<file path="config.mk">
export PLATFORM = sky130hd
export DESIGN_NAME = ptw_top
export DESIGN_NICKNAME = d
export VERILOG_FILES = /design/src/rtl/ptw_pkg.sv /design/src/rtl/ptw_pte_decode.sv /design/src/rtl/ptw_addr_gen.sv /design/src/rtl/ptw_top.sv
export SDC_FILE = /design/constraint.sdc
export NUM_CORES = 1
export LEC_CHECK = 0
export ABC_AREA = 1
export BUFFER_PORTS_ARGS = -buffer_cell sky130_fd_sc_hd__buf_2
export CAP_MARGIN = 20
export CORE_UTILIZATION = 40
export DETAILED_ROUTE_END_ITERATION = 12
export PLACE_DENSITY_LB_ADDON = 0.08
export SKIP_LAST_GASP = 1
export SLEW_MARGIN = 20
export SYNTH_ARGS = -nofsm -noshare
export SYNTH_HDL_FRONTEND = slang
export SYNTH_HIERARCHICAL = 1
export SYNTH_SLANG_ARGS = --single-unit
</file>
<file path="constraint.sdc">
create_clock -name clk -period 3.39 [get_ports clk]
set_input_delay 0.339 -clock clk [delete_from_list [all_inputs] [get_ports clk]]
set_output_delay 0.339 -clock clk [all_outputs]
set_load 0.01 [all_outputs]
</file>
<file path="src/rtl/ptw_pkg.sv">
package ptw_pkg;

    localparam int VA_W      = 32;
    localparam int PA_W      = 32;
    localparam int PTE_W     = 32;
    localparam int OFF_W     = 12;
    localparam int IDX_W     = 10;
    localparam int ENT_SHIFT = 2;
    localparam int FRAME_W   = PA_W - OFF_W;
    localparam int RSV_W     = OFF_W - 1;

    typedef struct packed {
        logic [IDX_W-1:0] outer;
        logic [IDX_W-1:0] inner;
        logic [OFF_W-1:0] off;
    } vaddr_t;

    typedef struct packed {
        logic [FRAME_W-1:0] frame;
        logic [RSV_W-1:0]   rsvd;
        logic               valid;
    } pte_t;

    typedef enum logic [1:0] {
        WALK_IDLE = 2'd0,
        WALK_L1   = 2'd1,
        WALK_L2   = 2'd2,
        WALK_RESP = 2'd3
    } walk_state_e;

    typedef enum logic [1:0] {
        FLVL_NONE  = 2'd0,
        FLVL_OUTER = 2'd1,
        FLVL_INNER = 2'd2
    } flt_lvl_e;

    function automatic logic [PA_W-1:0] entry_addr(input logic [PA_W-1:0] tbl,
                                                   input logic [IDX_W-1:0] idx);
        logic [PA_W-1:0] scaled;
        scaled = '0;
        scaled[IDX_W+ENT_SHIFT-1:0] = {idx, {ENT_SHIFT{1'b0}}};
        return tbl + scaled;
    endfunction

endpackage

</file>
<file path="src/rtl/ptw_pte_decode.sv">
module ptw_pte_decode
    import ptw_pkg::*;
(
    input  logic [PTE_W-1:0]   raw,
    output logic               ent_valid,
    output logic [FRAME_W-1:0] ent_frame
);
    pte_t ent;
    logic rsvd_unused;

    assign ent         = pte_t'(raw);
    assign ent_valid   = ent.valid;
    assign ent_frame   = ent.frame;
    assign rsvd_unused = ^ent.rsvd;
endmodule

</file>
<file path="src/rtl/ptw_addr_gen.sv">
module ptw_addr_gen
    import ptw_pkg::*;
(
    input  logic               sel_inner,
    input  logic [PA_W-1:0]    root_base,
    input  logic [FRAME_W-1:0] inner_frame,
    input  vaddr_t             va,
    output logic [PA_W-1:0]    rd_addr
);
    logic [PA_W-1:0] inner_tbl;

    assign inner_tbl = {inner_frame, {OFF_W{1'b0}}};
    assign rd_addr   = sel_inner ? entry_addr(inner_tbl, va.inner)
                                 : entry_addr(root_base, va.outer);
endmodule

</file>
<file path="src/rtl/ptw_top.sv">
module ptw_top
    import ptw_pkg::*;
(
    input  logic            clk,
    input  logic            rst,
    input  logic            req_valid,
    output logic            req_ready,
    input  logic [VA_W-1:0] req_vaddr,
    input  logic [PA_W-1:0] root_base,
    output logic            mem_rd_en,
    output logic [PA_W-1:0] mem_rd_addr,
    input  logic [PTE_W-1:0] mem_rd_data,
    output logic            rsp_valid,
    input  logic            rsp_ready,
    output logic [PA_W-1:0] rsp_paddr,
    output logic            rsp_fault,
    output logic [1:0]      rsp_fault_level
);
    walk_state_e        state_q;
    vaddr_t             va_q;
    vaddr_t             va_sel;
    logic [PA_W-1:0]    paddr_q;
    logic               fault_q;
    flt_lvl_e           lvl_q;
    logic               ent_valid;
    logic [FRAME_W-1:0] ent_frame;
    logic               accept;

    ptw_pte_decode u_dec (
        .raw       (mem_rd_data),
        .ent_valid (ent_valid),
        .ent_frame (ent_frame)
    );

    // In IDLE the live request address drives the outer read; afterwards the captured one.
    assign va_sel = (state_q == WALK_IDLE) ? vaddr_t'(req_vaddr) : va_q;

    ptw_addr_gen u_agen (
        .sel_inner   (state_q == WALK_L1),
        .root_base   (root_base),
        .inner_frame (ent_frame),
        .va          (va_sel),
        .rd_addr     (mem_rd_addr)
    );

    assign accept    = (state_q == WALK_IDLE) && req_valid;
    assign mem_rd_en = accept || ((state_q == WALK_L1) && ent_valid);

    always_ff @(posedge clk) begin
        if (rst) begin
            state_q <= WALK_IDLE;
            va_q    <= '0;
            paddr_q <= '0;
            fault_q <= 1'b0;
            lvl_q   <= FLVL_NONE;
        end else begin
            case (state_q)
                WALK_IDLE: begin
                    if (req_valid) begin
                        va_q    <= vaddr_t'(req_vaddr);
                        state_q <= WALK_L1;
                    end
                end
                WALK_L1: begin
                    if (!ent_valid) begin
                        paddr_q <= '0;
                        fault_q <= 1'b1;
                        lvl_q   <= FLVL_OUTER;
                        state_q <= WALK_RESP;
                    end else begin
                        state_q <= WALK_L2;
                    end
                end
                WALK_L2: begin
                    if (ent_valid) begin
                        paddr_q <= {ent_frame, va_q.off};
                        fault_q <= 1'b0;
                        lvl_q   <= FLVL_NONE;
                    end else begin
                        paddr_q <= '0;
                        fault_q <= 1'b1;
                        lvl_q   <= FLVL_INNER;
                    end
                    state_q <= WALK_RESP;
                end
                default: begin
                    if (rsp_ready) state_q <= WALK_IDLE;
                end
            endcase
        end
    end

    assign req_ready       = (state_q == WALK_IDLE);
    assign rsp_valid       = (state_q == WALK_RESP);
    assign rsp_paddr       = paddr_q;
    assign rsp_fault       = fault_q;
    assign rsp_fault_level = lvl_q;
endmodule

</file>
==> results_dict.tcl, run 1 <==
set metrics [dict create \
    grt_pass1_vias 4594 \
    wl_mm 13.9 \
    worstSetupStartpointType "register" \
    insertion_delay_ps 320 \
    comb_power_share_pct 51.1 \
    slowest_stage "dfxtp_2" \
    critPathCaptureType "primary output" \
    drive_gt1_share_pct 24.5 \
    synth_fp_nets 877 \
    num_vias 5060 \
    mostFrequentLayoutCells "272 x nand2_1, 158 x buf_2, 90 x inv_1, 69 x a21oi_1, 67 x dfxtp_1" \
    p_int_mw 2.37 \
    path_delay_family "simple AND/OR/NAND/NOR gates" \
    cts_max_level 3 \
    path_buf_inv 4 \
    pwr-share-seq_pct 24.9 \
    io_pins 170 \
    p_sw_share_pct 42.3 \
    grt_util_all_layers_pct 22.9 \
    clock_skew_ps 7.84 \
    power_leakage_nw 2.92 \
    synthCells 761 \
    cts_buffers 9 \
    wl_per_cell_um 13.5 \
    min_period_over_period_pct 93.7 \
    powerDensity_nw_per_um2 716 \
    antenna_left 0 \
    fin_nets 1001 \
    slew_headroom_pct 41.7 \
    viasPerCell 4.92 \
    syn_to_final_growth_pct 23.5 \
    cts_tree "built" \
    synthesis.area_um2 4650 \
    crit_chain "inv_1 -> ha_4 -> buf_4 -> o21ai_0 -> ha_1 -> nand2_1 -> inv_1 -> nand2_1 -> nand2_1 -> nand2_1 -> nand3_2 -> or2_1 -> nand3_1 -> nand2_1 -> buf_2" \
    dieArea_um2 12100 \
    gp_congestion 0.885 \
    worstMarginPinSlew_ps 874 \
    cp_common_cell "nand2_1" \
    critPathMaxStageDelay_ps 350 \
    die_y_um 110 \
    n_fill_cell 1229 \
    yosysWarningCount 6 \
    std_cell_rows 38 \
    core_um2 11100 \
    status "finished clean" \
    cp.required_ps 3050 \
    dp_hpwl_mm 10.8 \
    critPathArrivalTime_ps 2840 \
    fp.dieW_um 110 \
    drc 0 \
    drt_pass1_iterations 6 \
    grt_pass1_wl_mm 21.3 \
    finalCriticalPeriod_ps 3180 \
    antenna_cells 0 \
    fmax_mhz 315 \
    crit_type "register to primary output" \
    rsz0062_at_grt "false" \
    portBuffers 158 \
    layout_commonest_cell "nand2_1" \
    synth_area_per_cell_um2 6.11 \
    hp-class "input port to register" \
    final_util_pct 51.8 \
    ir_drop_mv 0.387 \
    cts_root_buf "clkbuf_16" \
    grt_start_max_net_pins 41 \
    clock_path_buffers 2 \
    p_switching_mw 1.74 \
    finalHoldViolCount 0 \
    maxCapViolations 0 \
    clock_power_share_pct 24.0 \
    cts_sinks 69 \
    critPathMaxFanout 13 \
    fin_setup_tns_ps 0 \
    first_iter_violations 256 \
    finalSetupViolCount 0 \
    clk_pin_slew_ps 60 \
    grt-ovfl-total 0 \
    slew_viol_final 0 \
    antenna_found_initial 0 \
    start_util_pct 41.9 \
]
[layout make-up]
| type | count | area [um^2] | share of cell area (%) |
|---|---|---|---|
| Inverter | 93 | 349 | 6.08 |
| Timing Repair Buffer | 166 | 855 | 14.9 |
| Multi-Input combinational cell | 546 | 2660 | 46.4 |
| Tap cell | 140 | 175 | 3.05 |
| Clock inverter | 4 | 72.6 | 1.26 |
| Sequential cell | 69 | 1380 | 24.1 |
| Clock buffer | 11 | 243 | 4.23 |
[metrics by stage]
stage | std cells | worst slack [ps] | hold slack [ps] | power, mW | area [um^2]
3_3_place_gp | 1013 | 305 | 432 | 3.02 | 5340
5_1_grt | 1029 | 10.8 | 285 | 4.45 | 5740
4_1_cts | 1028 | 2.75 | 271 | 4.07 | 5660
2_1_floorplan | 761 | 437 | 423 | 2.46 | 4650
6_report | 1029 | 213 | 286 | 4.11 | 5740
3_5_place_dp | 1013 | 264 | 437 | 3.05 | 5340
[registers in the layout, summed over array words and instances, names as in the netlist]
| register | count |
|---|---|
| state_q | 2 |
| rsp_fault_level | 2 |
| va_q | 32 |
| rsp_fault | 1 |
| rsp_paddr | 32 |
[final timing paths]
kind / slack (ps) / start / endpoint / cells after the start
worst min register to register: 440 / va_q[11] / va_q[11] / 2
worst min-delay path: 290 / mem_rd_data[25] / rsp_paddr[25] / 3
worst max-delay path: 210 / state_q[0] / mem_rd_addr[13] / 15
worst max register to register: 1190 / state_q[1] / rsp_fault_level[1] / 7
[per-layer routing]
layer  global-route usage [%]  wire length (um)  vias to the layer above
met5                        0                 0                        -
met4                     8.95               303                        0
met3                     4.09               847                       18
met2                     40.4              6570                      166
met1                     27.4              6210                     2250
li1                         -                 -                     2626
[worst min-delay path, stage by stage]
cell and delay, ps:
buf_2 110, nand2_1 50, a21oi_1 50
[repair_timing]
action	in CTS	in global routing
resized for setup	4	18
setup buffers	0	1
setup endpoints to repair	12	25
pin swaps	0	2
hold buffers	0	0
[power by group through the flow]
| stage | Sequential (mW) | Combinational [mW] | Clock [mW] |
|---|---|---|---|
| after detailed placement | 1.04 | 2.01 | 0 |
| after CTS | 1.02 | 2.03 | 1.02 |
| final | 1.02 | 2.10 | 0.988 |
| after global placement | 1.03 | 1.99 | 0 |
| after global routing | 1.04 | 2.36 | 1.05 |
| after floorplan | 1.04 | 1.41 | 0 |
(Power assumes the default switching activity.)
==> run 2: changes to the inputs <==
--- a/config.mk
+++ b/config.mk
@@ -7,3 +7,2 @@
 export LEC_CHECK = 0
-export ABC_AREA = 1
 export BUFFER_PORTS_ARGS = -buffer_cell sky130_fd_sc_hd__buf_2
@@ -12,2 +11,3 @@
 export DETAILED_ROUTE_END_ITERATION = 12
+export GPL_TIMING_DRIVEN = 1
 export PLACE_DENSITY_LB_ADDON = 0.08
--- a/constraint.sdc
+++ b/constraint.sdc
@@ -3,2 +3,2 @@
 set_output_delay 0.339 -clock clk [all_outputs]
-set_load 0.01 [all_outputs]
+set_load 0.1 [all_outputs]
==> results_dict.tcl, run 2 <==
set metrics [dict create \
    wl_mm 13.4 \
    core_um2 10800 \
    synth_fp_nets 643 \
    insertion_delay_ps 350 \
    violations "setup timing" \
    powerDensity_nw_per_um2 1110 \
    syn_to_final_growth_pct 46.3 \
    crit_type "register to primary output" \
    cts_buffers 9 \
    dp_hpwl_mm 9.78 \
    slew_viol_final 0 \
    portBuffers 158 \
    cp.required_ps 3050 \
    layout_commonest_cell "buf_2" \
    io_pins 170 \
    status "complete, but fails checks" \
    finalSetupViolCount 21 \
    finalHoldViolCount 0 \
    min_period_over_period_pct 108 \
    grt_pass1_wl_mm 21.4 \
    antenna_found_initial 2 \
    mostFrequentLayoutCells "133 x buf_2, 86 x nand2_1, 67 x dfxtp_1, 42 x nor2_1, 38 x buf_4" \
    final_util_pct 60.0 \
    first_iter_violations 200 \
    drive_gt1_share_pct 51.9 \
    fin_nets 794 \
    p_sw_share_pct 56.6 \
    grt_pass1_vias 4213 \
    path_delay_family "compound AO/OA/AOI/OAI gates" \
    cts_sinks 69 \
    synthesis.area_um2 4430 \
    critPathArrivalTime_ps 3320 \
    place_area_um2 5900 \
    slew_headroom_pct 34.8 \
    slowest_stage "a2111oi_4" \
    start_util_pct 41.0 \
    ir_drop_mv 1.03 \
    power_leakage_nw 2.69 \
    antenna_left 0 \
    drc 0 \
    clk_pin_slew_ps 80 \
    std_cell_rows 38 \
    grt_start_max_net_pins 50 \
    fp.dieW_um 107 \
    comb_power_share_pct 78.0 \
    wl_per_cell_um 16.3 \
    num_vias 4410 \
    critPathMaxFanout 7 \
    rsz0062_at_grt "true" \
    critPathMaxStageDelay_ps 470 \
    viasPerCell 5.36 \
    path_buf_inv 4 \
    yosysWarningCount 6 \
    grt_util_all_layers_pct 24.0 \
    p_switching_mw 4.06 \
    final_area_um2 6480 \
    maxCapViolations 0 \
    die_y_um 107 \
    cts_max_level 3 \
    pwr-share-seq_pct 13.7 \
    cts_tree "built" \
    drt_pass1_iterations 4 \
    clock_path_buffers 2 \
    clock_power_share_pct 8.3 \
    hp-class "input port to register" \
    finalCriticalPeriod_ps 3660 \
    dieArea_um2 11500 \
    clock_skew_ps 13.7 \
    synth_area_per_cell_um2 8.40 \
    crit_chain "inv_2 -> ha_4 -> buf_12 -> buf_4 -> mux2_2 -> ha_4 -> nand2_1 -> a211o_2 -> a2111oi_4 -> a31oi_1 -> o31a_4 -> buf_12" \
    critPathCaptureType "primary output" \
    setup_ws_ps -270 \
    fmax_mhz 273 \
    worstSetupStartpointType "register" \
    worstMarginPinSlew_ps 978 \
    gp_congestion 0.850 \
    p_int_mw 3.11 \
    grt-ovfl-total 0 \
    cts_root_buf "clkbuf_8" \
    synthCells 527 \
]
[run 2: cell types whose count changed in the layout (fill, tap and decap cells not counted), sizes merged, moves of 12 or more]
cell   delta
buf      +34
a21oi    -27
nand3    -45
a32oi    +32
nand2   -178
inv      -87
mux2     +22
xor2     +12
o21ai    -31
[run 2: worst min-delay path: stages]
cell,delay [ps]
buf_2,100
nand2_1,50
a21oi_1,50
[run 2: repair_timing]
| action | in CTS | in global routing |
|---|---|---|
| gates cloned | 1 | 0 |
| endpoints found under the setup margin | 20 | 23 |
| resized for setup | 33 | 14 |
| pin swaps | 28 | 9 |
| buffers inserted | 10 | 3 |
| hold buffers | 0 | 0 |
[run 2: power groups by stage]
stage | clock network (mW) | registers, mW | logic (mW)
after floorplan | 0 | 1.24 | 3.73
after global placement | 0 | 0.996 | 5.22
after detailed placement | 0 | 1.00 | 5.26
after CTS | 0.615 | 0.983 | 5.47
after global routing | 0.655 | 0.998 | 5.84
final | 0.594 | 0.983 | 5.59
[run 2: area by class of cell]
| cell class | count | area, um^2 |
|---|---|---|
| Inverter | 5 | 18.8 |
| Fill cell | 935 | 4320 |
| Sequential cell | 69 | 1380 |
| Clock buffer | 11 | 141 |
| Timing Repair Buffer | 200 | 1510 |
| Clock inverter | 4 | 25.0 |
| Antenna cell | 1 | 2.50 |
| Multi-Input combinational cell | 393 | 3220 |
| Tap cell | 140 | 175 |
[run 2: layer usage]
layer	up-vias	GRT usage [%]	wire [um]
li1	2150	-	-
met1	2091	32.4	6030
met2	146	38.6	6340
met3	23	4.13	729
met4	0	7.83	279
met5	-	0	0
[run 2: final timing paths]
path              slack, ps               to  depth (start not counted)           from
hold / removal          220         va_q[24]                          3  req_vaddr[24]
setup reg to reg       1010    rsp_paddr[12]                          8     state_q[1]
setup / recovery       -270  mem_rd_addr[31]                         12     state_q[1]
hold reg to reg         450          va_q[7]                          2        va_q[7]
[run 2: through the flow]
step	hold slack [ps]	std cells	power, mW	setup TNS [ps]	setup slack, ps
after detailed placement	447	793	6.26	-2.71	-2.71
after global placement	439	793	6.22	0	23.8
final	225	823	7.17	-3080	-270
after floorplan	434	527	4.97	-7950	-775
after global routing	210	823	7.49	-5570	-365
after CTS	211	819	7.07	-3140	-255
==> run 3: changes to the inputs <==
PLACE_DENSITY = 0.77   (was default)
PLACE_DENSITY_LB_ADDON = default   (was 0.08)
clock period = 4.31 ns   (was 3.39 ns; I/O delays follow)
==> results_dict.tcl, run 3 (same netlist as run 2, synthesis figures left out) <==
set metrics [dict create \
    status "finished clean" \
    final_cells 786 \
    maxCapViolations 0 \
    fp.dieW_um 107 \
    slew_viol_final 0 \
    start_util_pct 41.0 \
    syn_to_final_growth_pct 21.5 \
    grt-ovfl-total 0 \
    rsz0062_at_grt "true" \
    wl_per_cell_um 15.7 \
    core_um2 10800 \
    hp-class "input port to register" \
    setup_ws_ps 190 \
    num_vias 4204 \
    ir_drop_mv 0.922 \
    slew_headroom_pct 37.6 \
    fin_total_pwr_mw 4.67 \
    grt_start_max_net_pins 72 \
    antenna_found_initial 1 \
    grt_util_all_layers_pct 21.3 \
    die_y_um 107 \
    min_period_over_period_pct 95.6 \
    powerDensity_nw_per_um2 869 \
    final_area_um2 5380 \
    clk_pin_slew_ps 80 \
    cts_root_buf "clkbuf_8" \
    mostFrequentLayoutCells "148 x buf_2, 89 x nand2_1, 69 x dfxtp_1, 43 x nor2_1, 32 x a32oi_1" \
    critPathMaxStageDelay_ps 420 \
    drc 0 \
    antenna_left 0 \
    drive_gt1_share_pct 41.6 \
    crit_chain "inv_2 -> ha_4 -> mux2_2 -> ha_1 -> fa_1 -> a21o_1 -> a221oi_4 -> o311ai_4 -> nand2_1 -> xor2_1 -> o21ai_2 -> buf_4" \
    cts_tree "built" \
    clock_skew_ps 9.89 \
    cts_sinks 69 \
    drt_pass1_iterations 4 \
    slowest_stage "fa_1" \
    power_leakage_nw 2.28 \
    place_area_um2 5130 \
    worstSetupStartpointType "register" \
    fin_nets 756 \
    layout_commonest_cell "buf_2" \
    cp.required_ps 3880 \
    dp_hpwl_mm 9.19 \
    std_cell_rows 38 \
    cts_max_level 3 \
    place_ws_ps 393 \
    finalSetupViolCount 0 \
    crit_type "register to primary output" \
    viasPerCell 5.35 \
    insertion_delay_ps 350 \
    hold_buffers 0 \
    n_fill_cell 1041 \
    first_iter_violations 265 \
    gp_congestion 0.828 \
    cts_buffers 9 \
    grt_pass1_wl_mm 19.3 \
    wl_mm 12.4 \
    critPathCaptureType "primary output" \
    io_pins 170 \
    worst-r2r-cell-count 7 \
    critPathMaxFanout 15 \
    worstMarginPinSlew_ps 936 \
    finalCriticalPeriod_ps 4120 \
    fmax_mhz 243 \
    finalHoldViolCount 0 \
    portBuffers 158 \
    dieArea_um2 11500 \
    grt_pass1_vias 3898 \
    whs_path_depth 3 \
    clock_path_buffers 2 \
    placed_cells 768 \
    critPathArrivalTime_ps 3690 \
]
==> run 3: layout make-up <==
type	count	area [um^2]	area share, %
multi-input combinational	392	2760	51.2
sequential	69	1380	25.7
timing repair buffer	163	853	15.9
tap	140	175	3.26
clock buffer	11	141	2.63
clock inverter	5	50.0	0.931
inverter	5	18.8	0.349
antenna	1	2.50	0.0465
==> run 3: routing by layer <==
layer | vias up | GRT usage, % | routed length, um
met2 | 138 | 34.7 | 6090
met5 | - | 0 | 0
met4 | 0 | 7.34 | 220
met1 | 1974 | 27.6 | 5410
met3 | 19 | 4.56 | 648
li1 | 2073 | - | -
==> run 3: worst paths after layout <==
path           startpoint              end  slack, ps
max reg2reg    state_q[0]       state_q[1]       2010
min reg2reg      va_q[28]         va_q[28]        450
min          req_vaddr[4]          va_q[4]        320
max            state_q[0]  mem_rd_addr[18]        190
==> run 3: through the flow <==
step / setup TNS (ps) / utilization (%) / hold WS (ps)
floorplan: 0 / - / 434
global placement: 0 / 47.6 / 440
detailed placement: 0 / 47.6 / 447
CTS: 0 / 49.4 / 310
global route: -12.9 / 49.8 / 306
finish: 0 / 49.8 / 322
==> run 3: worst max-delay path, delay by kind of cell, from the launching register on <==
kind,cells,cell delay [ps]
mux,1,370
simple gates,1,130
flops,1,380
compound gates,4,910
buf+inv,2,370
fa+ha+maj,3,890
xor+xnor,1,290
==> run 3: repair_timing <==
action                     in CTS  in global routing
resized for setup               0                 19
setup buffers                   0                  1
setup endpoints to repair       0                 13
==> run 3: where the power goes <==
part	internal [mW]	total, mW	switching (mW)	leakage [nW]
Sequential	0.728	0.778	0.0501	0.562
Clock	0.279	0.519	0.240	0.103
Combinational	0.770	3.38	2.61	1.62
